File: config.mk
export PLATFORM = sky130hd
export DESIGN_NAME = tx_fifo_gate
export DESIGN_NICKNAME = d
export VERILOG_FILES = /design/src/rtl/tfg_pkg.sv /design/src/rtl/tfg_cfg_reg.sv /design/src/rtl/tfg_burst_decode.sv /design/src/rtl/tfg_cfg_check.sv /design/src/rtl/tfg_gate.sv /design/src/rtl/tx_fifo_gate.sv
export SDC_FILE = /design/constraint.sdc
export NUM_CORES = 1
export LEC_CHECK = 0
export ABC_AREA = 1
export BUFFER_PORTS_ARGS = -buffer_cell sky130_fd_sc_hd__buf_2
export CORE_MARGIN = 5
export CORE_UTILIZATION = 55
export CTS_BUF_LIST = sky130_fd_sc_hd__clkbuf_4 sky130_fd_sc_hd__clkbuf_8
export DETAILED_ROUTE_END_ITERATION = 12
export GPL_TIMING_DRIVEN = 0
export PLACE_DENSITY = 0.83
export REMOVE_ABC_BUFFERS = 1
export SETUP_SLACK_MARGIN = 0.15
export SYNTH_ARGS = -nofsm -noshare
export SYNTH_HDL_FRONTEND = slang
export SYNTH_SLANG_ARGS = --single-unit
File: constraint.sdc
create_clock -name clk -period 4.3 [get_ports clk]
set_clock_uncertainty 0.2 [all_clocks]
set_input_delay 1.29 -clock clk [delete_from_list [all_inputs] [get_ports clk]]
set_output_delay 1.29 -clock clk [all_outputs]
set_load 0.005 [all_outputs]
File: src/rtl/tfg_pkg.sv
// Package: shared field widths and the captured configuration type
// for the transmit FIFO gating controller.
package tfg_pkg;
    localparam int CODE_W     = 3;   // burst code width
    localparam int THR_W      = 6;   // threshold field width
    localparam int UNIT_SHIFT = 5;   // thresholds count 32-byte units
    localparam int WORD_SHIFT = 2;   // a word is 4 bytes

    typedef struct packed {
        logic [CODE_W-1:0] burst_code;
        logic [THR_W-1:0]  fill_thr;
        logic [THR_W-1:0]  drain_thr;
    } tfg_cfg_t;
endpackage

File: src/rtl/tfg_cfg_reg.sv
// Module: tfg_cfg_reg
// Holds the configuration word. The word is replaced only on edges
// where load is high. Assumes the caller drives load from the transmit
// engine's idle indication.
module tfg_cfg_reg
    import tfg_pkg::*;
(
    input  logic     clk,
    input  logic     rst_n,
    input  logic     load,
    input  tfg_cfg_t cfg_in,
    output tfg_cfg_t cfg_q
);
    // Capture the configuration while idle; clear it on reset.
    always_ff @(posedge clk) begin
        if (!rst_n) begin
            cfg_q <= '0;
        end else if (load) begin
            cfg_q <= cfg_in;
        end
    end
endmodule

File: src/rtl/tfg_burst_decode.sv
// Module: tfg_burst_decode
// Turns the burst code into a word count. Code 0 selects the largest
// burst, 2^(codes-1). A nonzero code k selects 2^(k-1). Assumes BURST_W
// is wide enough to hold the largest burst.
module tfg_burst_decode
    import tfg_pkg::*;
#(
    parameter int BURST_W = 8
) (
    input  logic [CODE_W-1:0]  code,
    output logic [BURST_W-1:0] words
);
    localparam int NCODE = 1 << CODE_W;

    logic [BURST_W-1:0] word_tab [NCODE];

    // One table entry per code value.
    for (genvar k = 0; k < NCODE; k++) begin : g_code
        if (k == 0) begin : g_max
            assign word_tab[k] = BURST_W'(1) << (NCODE - 1);
        end else begin : g_pow
            assign word_tab[k] = BURST_W'(1) << (k - 1);
        end
    end

    assign words = word_tab[code];
endmodule

File: src/rtl/tfg_cfg_check.sv
// Module: tfg_cfg_check
// Converts the thresholds to bytes and flags an inconsistent
// configuration. A configuration is bad when a threshold is zero, when
// the threshold sum exceeds SUM_LIMIT bytes, or when the burst is larger
// than the fill threshold. Purely combinational.
module tfg_cfg_check
    import tfg_pkg::*;
#(
    parameter int BURST_W   = 8,
    parameter int SUM_LIMIT = 2016,
    parameter int BYTE_W    = THR_W + UNIT_SHIFT
) (
    input  tfg_cfg_t           cfg,
    input  logic [BURST_W-1:0] words,
    output logic [BYTE_W-1:0]  fill_bytes,
    output logic [BYTE_W-1:0]  drain_bytes,
    output logic               cfg_bad
);
    localparam int BB_W  = BURST_W + WORD_SHIFT;
    localparam int CMP_W = ((BYTE_W > BB_W) ? BYTE_W : BB_W) + 1;

    logic [CMP_W-1:0] burst_bytes;
    logic [CMP_W-1:0] thr_sum;
    logic             zero_thr;
    logic             sum_over;
    logic             burst_over;

    // Scale the fields to bytes and evaluate the three error causes.
    always_comb begin
        fill_bytes  = BYTE_W'(cfg.fill_thr)  << UNIT_SHIFT;
        drain_bytes = BYTE_W'(cfg.drain_thr) << UNIT_SHIFT;
        burst_bytes = CMP_W'(words) << WORD_SHIFT;
        thr_sum     = CMP_W'(fill_bytes) + CMP_W'(drain_bytes);
        zero_thr    = (cfg.fill_thr == '0) || (cfg.drain_thr == '0);
        sum_over    = thr_sum > CMP_W'(SUM_LIMIT);
        burst_over  = burst_bytes > CMP_W'(fill_bytes);
        cfg_bad     = zero_thr || sum_over || burst_over;
    end
endmodule

File: src/rtl/tfg_gate.sv
// Module: tfg_gate
// Compares the FIFO state with the byte thresholds. Free space clamps
// to zero when the occupancy exceeds the size. A bad configuration
// blocks both permissions. Purely combinational.
module tfg_gate #(
    parameter int OCC_W  = 12,
    parameter int BYTE_W = 11
) (
    input  logic [OCC_W-1:0]  fifo_used,
    input  logic [OCC_W-1:0]  fifo_size,
    input  logic              pkt_complete,
    input  logic [BYTE_W-1:0] fill_bytes,
    input  logic [BYTE_W-1:0] drain_bytes,
    input  logic              cfg_bad,
    output logic              fetch_d,
    output logic              start_d
);
    localparam int CW = ((OCC_W > BYTE_W) ? OCC_W : BYTE_W) + 1;

    logic [OCC_W-1:0] free_bytes;

    // Derive the free space and the two permissions.
    always_comb begin
        free_bytes = (fifo_used > fifo_size) ? '0 : (fifo_size - fifo_used);
        fetch_d    = !cfg_bad && (CW'(free_bytes) >= CW'(fill_bytes));
        start_d    = !cfg_bad && ((CW'(fifo_used) >= CW'(drain_bytes)) || pkt_complete);
    end
endmodule

File: src/rtl/tx_fifo_gate.sv
// Module: tx_fifo_gate (top)
// Gates the fetch and drain sides of a transmit FIFO by threshold and
// checks that the configuration is consistent. The configuration is
// captured while tx_idle is high. Every output is registered, one edge
// after its inputs.
module tx_fifo_gate
    import tfg_pkg::*;
#(
    parameter int OCC_W     = 12,
    parameter int BURST_W   = 8,
    parameter int SUM_LIMIT = 2016
) (
    input  logic               clk,
    input  logic               rst_n,
    input  logic               tx_idle,
    input  logic [CODE_W-1:0]  cfg_burst_code,
    input  logic [THR_W-1:0]   cfg_fill_thr,
    input  logic [THR_W-1:0]   cfg_drain_thr,
    input  logic [OCC_W-1:0]   fifo_used,
    input  logic [OCC_W-1:0]   fifo_size,
    input  logic               pkt_complete,
    output logic [BURST_W-1:0] burst_words,
    output logic               fetch_ok,
    output logic               tx_start_ok,
    output logic               cfg_err
);
    localparam int BYTE_W = THR_W + UNIT_SHIFT;

    tfg_cfg_t           cfg_in;
    tfg_cfg_t           cfg_q;
    logic [BURST_W-1:0] words_d;
    logic [BYTE_W-1:0]  fill_bytes;
    logic [BYTE_W-1:0]  drain_bytes;
    logic               cfg_bad;
    logic               fetch_d;
    logic               start_d;

    // Pack the configuration inputs into the shared type.
    always_comb begin
        cfg_in.burst_code = cfg_burst_code;
        cfg_in.fill_thr   = cfg_fill_thr;
        cfg_in.drain_thr  = cfg_drain_thr;
    end

    tfg_cfg_reg i_cfg_reg (
        .clk    (clk),
        .rst_n  (rst_n),
        .load   (tx_idle),
        .cfg_in (cfg_in),
        .cfg_q  (cfg_q)
    );

    tfg_burst_decode #(.BURST_W(BURST_W)) i_decode (
        .code  (cfg_q.burst_code),
        .words (words_d)
    );

    tfg_cfg_check #(
        .BURST_W   (BURST_W),
        .SUM_LIMIT (SUM_LIMIT),
        .BYTE_W    (BYTE_W)
    ) i_check (
        .cfg         (cfg_q),
        .words       (words_d),
        .fill_bytes  (fill_bytes),
        .drain_bytes (drain_bytes),
        .cfg_bad     (cfg_bad)
    );

    tfg_gate #(.OCC_W(OCC_W), .BYTE_W(BYTE_W)) i_gate (
        .fifo_used    (fifo_used),
        .fifo_size    (fifo_size),
        .pkt_complete (pkt_complete),
        .fill_bytes   (fill_bytes),
        .drain_bytes  (drain_bytes),
        .cfg_bad      (cfg_bad),
        .fetch_d      (fetch_d),
        .start_d      (start_d)
    );

    // Register every output; all outputs are zero during reset.
    always_ff @(posedge clk) begin
        if (!rst_n) begin
            burst_words <= '0;
            fetch_ok    <= 1'b0;
            tx_start_ok <= 1'b0;
            cfg_err     <= 1'b0;
        end else begin
            burst_words <= words_d;
            fetch_ok    <= fetch_d;
            tx_start_ok <= start_d;
            cfg_err     <= cfg_bad;
        end
    end
endmodule

* Yosys cells after proc, flatten, opt, wreduce, memory -nomap -nowiden
Memory sizes are Yosys's and may differ from the RTL's. Cells that the tools add are included.
Storage, ports and cells: ROM bits 64, memories kept 1, input port bits 43, register bits after elaboration 26, output and inout port bits 11
Cells by class: mux-type cells 3, bitwise operators 1, reduce and logical (&&, ||, !) cells 9, $add $sub $neg 2, magnitude comparators 6
Memories:
- (no name shown) | words 8, bits a word 8, rd ports 1, clocked after Yosys merged registers in 0, write ports 0, line tfg_burst_decode.sv:26 | assign words = word_tab[code];
Operators by type and width (count):
- $ge 12x11->1 | 2
- $mux 8 | 2
- $add 11x11->12 | 1
- $gt 12x11->1 const B | 1
- $gt 12x12->1 | 1
- $logic_not 6->1 | 2
- $mux 12 | 1
- $sub 12x12->12 | 1
- $gt 10x11->1 | 1
- $ge 4x4->1 const B | 1
- $logic_or 1x1->1 | 4
- $not 3->4 | 1
- $logic_and 1x1->1 | 2
- $logic_not 1->1 | 1

* Logic depth before layout (Yosys ltp)
word-level depth 8, depth in mapped cells 19

* Modules after synthesis
From an unflattened synthesis, not the netlist that was laid out.
Second synthesis, totals: cell total of the unflattened synthesis 443, area total of the unflattened synthesis 2792.7 um^2
By module, submodules not included:
- tfg_gate | sequential area each 0.0 um^2, cells an instance 219, instances 1, area an instance 1282.5 um^2
- tfg_cfg_reg | sequential area each 300.3 um^2, cells an instance 94, instances 1, area an instance 633.1 um^2
- tfg_cfg_check | sequential area each 0.0 um^2, cells an instance 81, instances 1, area an instance 506.7 um^2
- tx_fifo_gate | sequential area each 220.2 um^2, cells an instance 34, instances 1, area an instance 314.1 um^2
- tfg_burst_decode | sequential area each 0.0 um^2, cells an instance 15, instances 1, area an instance 56.3 um^2

* Worst setup path before layout
Ideal clock, no wire load.
kind input to register, from in fifo_size[0], to reg fetch_ok, slack 758 ps, stages on the path 19, data arrival time 3228 ps, buffers on the path 0, library setup time 114 ps, path through inv_1 ha_1 fa_1 inv_1 nand3_1 nand2_2 nand2_2 nand3_4 o21ai_0 a21oi_1 ha_1 nand2_1 nor2_1 a211oi_1 nand2_1 nand2_1 nand2_1 nand2_1 a21oi_2
Between the ends: cells in the longest elaborated chain, start to end 4
RTL lines:
- start, declared | line tx_fifo_gate.sv:20 | input logic [OCC_W-1:0] fifo_size,
- $sub 12x12->12 or $gt 12x12->1 (tied branches) | line tfg_gate.sv:24 | free_bytes = (fifo_used > fifo_size) ? '0 : (fifo_size - fifo_used);
- $mux 12 * | line tfg_gate.sv:24
- $ge 12x11->1 * | line tfg_gate.sv:25 | fetch_d = !cfg_bad && (CW'(free_bytes) >= CW'(fill_bytes));
- $logic_and 1x1->1 * | line tfg_gate.sv:25
- end signal, assigned | line tx_fifo_gate.sv:90 | fetch_ok <= fetch_d;
- end, declared | line tx_fifo_gate.sv:23 | output logic fetch_ok,
Every way passes the cells marked *; elsewhere a longest branch is shown, timed or not. A chain may end at the register's enable or synchronous reset.

* Final worst setup path
from in fifo_used[0], to reg fetch_ok
Between the ends: cells in the longest elaborated chain, start to end 4
RTL lines:
- start, declared | line tx_fifo_gate.sv:19 | input logic [OCC_W-1:0] fifo_used,
- $sub 12x12->12 or $gt 12x12->1 (tied branches) | line tfg_gate.sv:24
- $mux 12 * | line tfg_gate.sv:24
- $ge 12x11->1 * | line tfg_gate.sv:25
- $logic_and 1x1->1 * | line tfg_gate.sv:25
Marked as above.

==> results.txt <==
----------------------------------------------------
[Cells and area]
  Layout cells sized above 1 ... 21.3%
  Number of nets in the final layout ... ~430
  Total inserted antenna cells ... 0
  Synth-to-layout area growth ... 17.7%
  Final Cell Area ... around 2500 µm²
  Number of filler instances in the final layout ... about 360

[Timing]
  Achievable clock frequency ... 279 MHz
  Total of endpoints with negative setup slack in the final report ... 0
  Number of pins with negative max-slew slack in the final report ... 0
  Worst Max-Slew Pin Slew ... 0.561 ns
  Smallest hold slack ... around 0.31 ns
  RSZ-0062 raised after global routing ... no
  Number of hold violations in the final report ... 0
  Slack of the critical path ... between 0.7 and 0.8 ns
  Period Utilization, post-route ... between 80% and 90%
  Worst relative slew slack ... 62.3%
  Min Tclk post-route ... ~3.6 ns
  Sum of negative setup slack ... 0 ns

[Logic synthesis]
  Synthesis-stage register bit count ... 26
  Cell count after synthesis ... 294
  Mean post-synth cell area ... 7.10 µm²
  Number of distinct standard cells referenced by the synthesized netlist ... 35
  Synth warnings ... 0
  Sequential cell area fraction in the yosys report ... between 20 and 25%
  Total standard cell area after synthesis ... 2090 µm²

[Setup path]
  Reg2reg path depth ... 12
  Kind of start point of the critical path ... input port
  Classification of the worst setup path ... in2reg
  Max Fanout on Critical Path ... 7
  Worst R2R End ... tx_start_ok
  Flop-to-flop setup slack ... 2.16 ns
  Data required time of the worst path ... about 4.3 ns
  Startpoint of the most critical register-to-register path ... i_cfg_reg.cfg_q[14]
  Arrival @ worst endpoint ... ~3.6 ns
  Nature of the critical path endpoint ... flop

[Routing]
  Number of design rule violations left after detail routing ... 0
  Detailed Route Iter0 Violations ... approximately 110
  DRT Wirelength ... roughly 4700 µm
  Post-route antenna net violation count ... 0
  First drt pass iteration count ... 4
  Via total after detailed routing ... just over 2000
  Via-to-Cell Ratio ... roughly 5.1
  Wirelength per Cell ... about 12 µm

[Floorplan]
  Std-Cell Rows ... 22
  Initial Util ... between 50 and 60%
  Total die area ... a little over 5000 µm²
  Die outline height ... between 70 and 80 µm
  Die extent in x ... 71.6 µm
  Number of primary I/O pins ... 54
  Area inside the core boundary ... between 3000 and 4000 µm²

[GRT]
  Total congestion overflow ... 0
  Tot GR Track Use ... 19.0%
  Maximum number of pins on one net before global-route repair ... 29
  Global-route wire length before repair ... 8140 µm
  Antenna violations before repair ... 0
  Vias in the first global route ... roughly 2000

[CTS]
  Count of clock tree sinks ... 26
  CTS clk-pin slew, worst paths ... roughly 0.08 ns
  Number of buffers on the longest clock path ... 2
  Gates resized, CTS repair ... 0
  Number of hold buffers added after cts ... 0
  Post-CTS setup buffer count ... 0
  TritonCTS Buffers ... 3
  Clock network latency to the later pin of the worst-skew pair ... approximately 0.26 ns
  CTS Root Buffer Type ... sky130_fd_sc_hd__clkbuf_8
  Number of H-tree levels ... 1
  Clock tree from TritonCTS ... done

[Placed design]
  Post-DP Area ... between 2000 and 2500 µm²
  Final GP Congestion ... ~0.9
  Place WS ... just over 0.4 ns
  Number of I/O port buffers ... 53
  Final HPWL DP ... approximately 3900 µm

[Min path]
  Worst hold path depth ... 2
  Startpoint of the worst hold path ... i_cfg_reg.cfg_q[13]
  Path category of the worst min-delay check ... reg2reg
  Endpoint with the worst hold slack ... i_cfg_reg.cfg_q[13]

[Power]
  Cell leakage power ... roughly 0.0013 µW
  Power Dens Cells ... roughly 270 nW/µm²
  Max VDD drop ... slightly above 0.2 mV

[Job]
  Total of max-cap violations ... 0

[Status]
  Run status ... finished clean

----------------------------------------------------
worst max-delay path: stages:
cell	delay (ns)
sky130_fd_sc_hd__buf_2	0.11
sky130_fd_sc_hd__ha_1	0.21
sky130_fd_sc_hd__fa_1	0.36
sky130_fd_sc_hd__inv_1	0.09
sky130_fd_sc_hd__nand3_1	0.11
sky130_fd_sc_hd__nand2_2	0.13
sky130_fd_sc_hd__nand2_2	0.07
sky130_fd_sc_hd__nand3_4	0.09
sky130_fd_sc_hd__o21ai_0	0.09
sky130_fd_sc_hd__a21oi_1	0.15
sky130_fd_sc_hd__ha_1	0.27
sky130_fd_sc_hd__nand2_1	0.09
sky130_fd_sc_hd__nor2_1	0.04
sky130_fd_sc_hd__a211oi_1	0.15
sky130_fd_sc_hd__nand2_1	0.08
sky130_fd_sc_hd__nand2_1	0.06
sky130_fd_sc_hd__nand2_1	0.04
sky130_fd_sc_hd__nand2_1	0.07
sky130_fd_sc_hd__a21oi_2	0.05
synth_stat cells, drive strengths merged:
master   instances  area [µm²]
buf              1        3.75
clkbuf           2        7.51
dfxtp           26         521
a21oi           33         180
o21bai           5        45.0
o221ai           1        8.76
inv             52         195
nor3             6        35.0
a31oi            1        6.26
nor2            28         108
a21o             2        15.0
a21boi           1        7.51
nand3           16        97.6
nand2           48         188
or2              3        18.8
o2111ai          1        8.76
nand4            2        12.5
ha              34         425
o21ai           22         110
xor2             2        17.5
o31ai            1        7.51
nor4             3        18.8
clkinv           1        3.75
fa               2        40.0
a211oi           1        7.51
layout by cell type (no fill, tap or decap), types with 3 or more instances in the layout:
master	synthesis	final
sky130_fd_sc_hd__nand3_1	14	14
sky130_fd_sc_hd__ha_1	34	34
sky130_fd_sc_hd__o21bai_1	3	3
sky130_fd_sc_hd__clkbuf_8	0	4
sky130_fd_sc_hd__nor4_1	3	3
sky130_fd_sc_hd__inv_2	3	3
sky130_fd_sc_hd__nor3_1	5	5
sky130_fd_sc_hd__dfxtp_1	26	26
sky130_fd_sc_hd__nand2_2	3	3
sky130_fd_sc_hd__nand2_1	45	45
sky130_fd_sc_hd__nor2_1	27	27
sky130_fd_sc_hd__o21ai_0	20	20
sky130_fd_sc_hd__a21oi_2	4	4
sky130_fd_sc_hd__a21oi_1	29	29
sky130_fd_sc_hd__buf_2	0	53
sky130_fd_sc_hd__inv_1	49	49
cell families after synthesis:
kind of cell / count (synthesis) / synth area share, %
flops: 26 / 24.9
simple gates: 106 / 22.9
xor+xnor: 2 / 0.839
compound gates: 68 / 19.0
fa+ha+maj: 36 / 22.3
buf+inv: 56 / 10.1
how the worst max path moves through the flow:
stage | startpoint | end | slack, ns
final | fifo_used[0] | fetch_ok | 0.72
after detailed placement | fifo_used[0] | fetch_ok | 0.41
after global placement | fifo_used[0] | fetch_ok | 0.48
after floorplan | fifo_size[0] | fetch_ok | 0.76
after CTS | fifo_used[0] | fetch_ok | 0.68
after global routing | fifo_used[0] | fetch_ok | 0.48
layout make-up:
type                    count  area, µm²  share of cell area (%)
clock buffers               4       55.1                    2.24
inverters                  53        199                    8.10
multi-input cells         212       1360                    55.2
flip-flops and latches     26        520                    21.2
well taps                  48       60.1                    2.44
repair buffers             53        265                    10.8
metrics by stage:
stage / cells / power, µW / utilization [%]
after floorplan: 291 / 436 / -
after global placement: 392 / 494 / 65.6
after detailed placement: 392 / 503 / 65.6
after CTS: 396 / 653 / 67.1
after global routing: 396 / 699 / 67.1
final: 396 / 651 / 67.1
routing by layer:
layer,vias to the layer above,wire [µm],GRT usage [%]
met4,0,51,4.59
met5,-,0,0
met1,882,1970,21.1
met3,6,231,2.24
met2,52,2420,37.8
li1,1086,-,-
state kept, by name (all words and copies together), names as in the netlist:
register and count:
i_cfg_reg.cfg_q 15, fetch_ok 1, tx_start_ok 1, burst_words 8
cfg_err 1
power by group:
| group | total (µW) | switching, µW | leakage (µW) | internal [µW] |
|---|---|---|---|---|
| clock network | 152 | 70.4 | 0.0000288 | 81.7 |
| logic | 233 | 136 | 0.00110 | 96.4 |
| registers | 267 | 9.51 | 0.000215 | 257 |
Power figures use the tool's default switching activity.
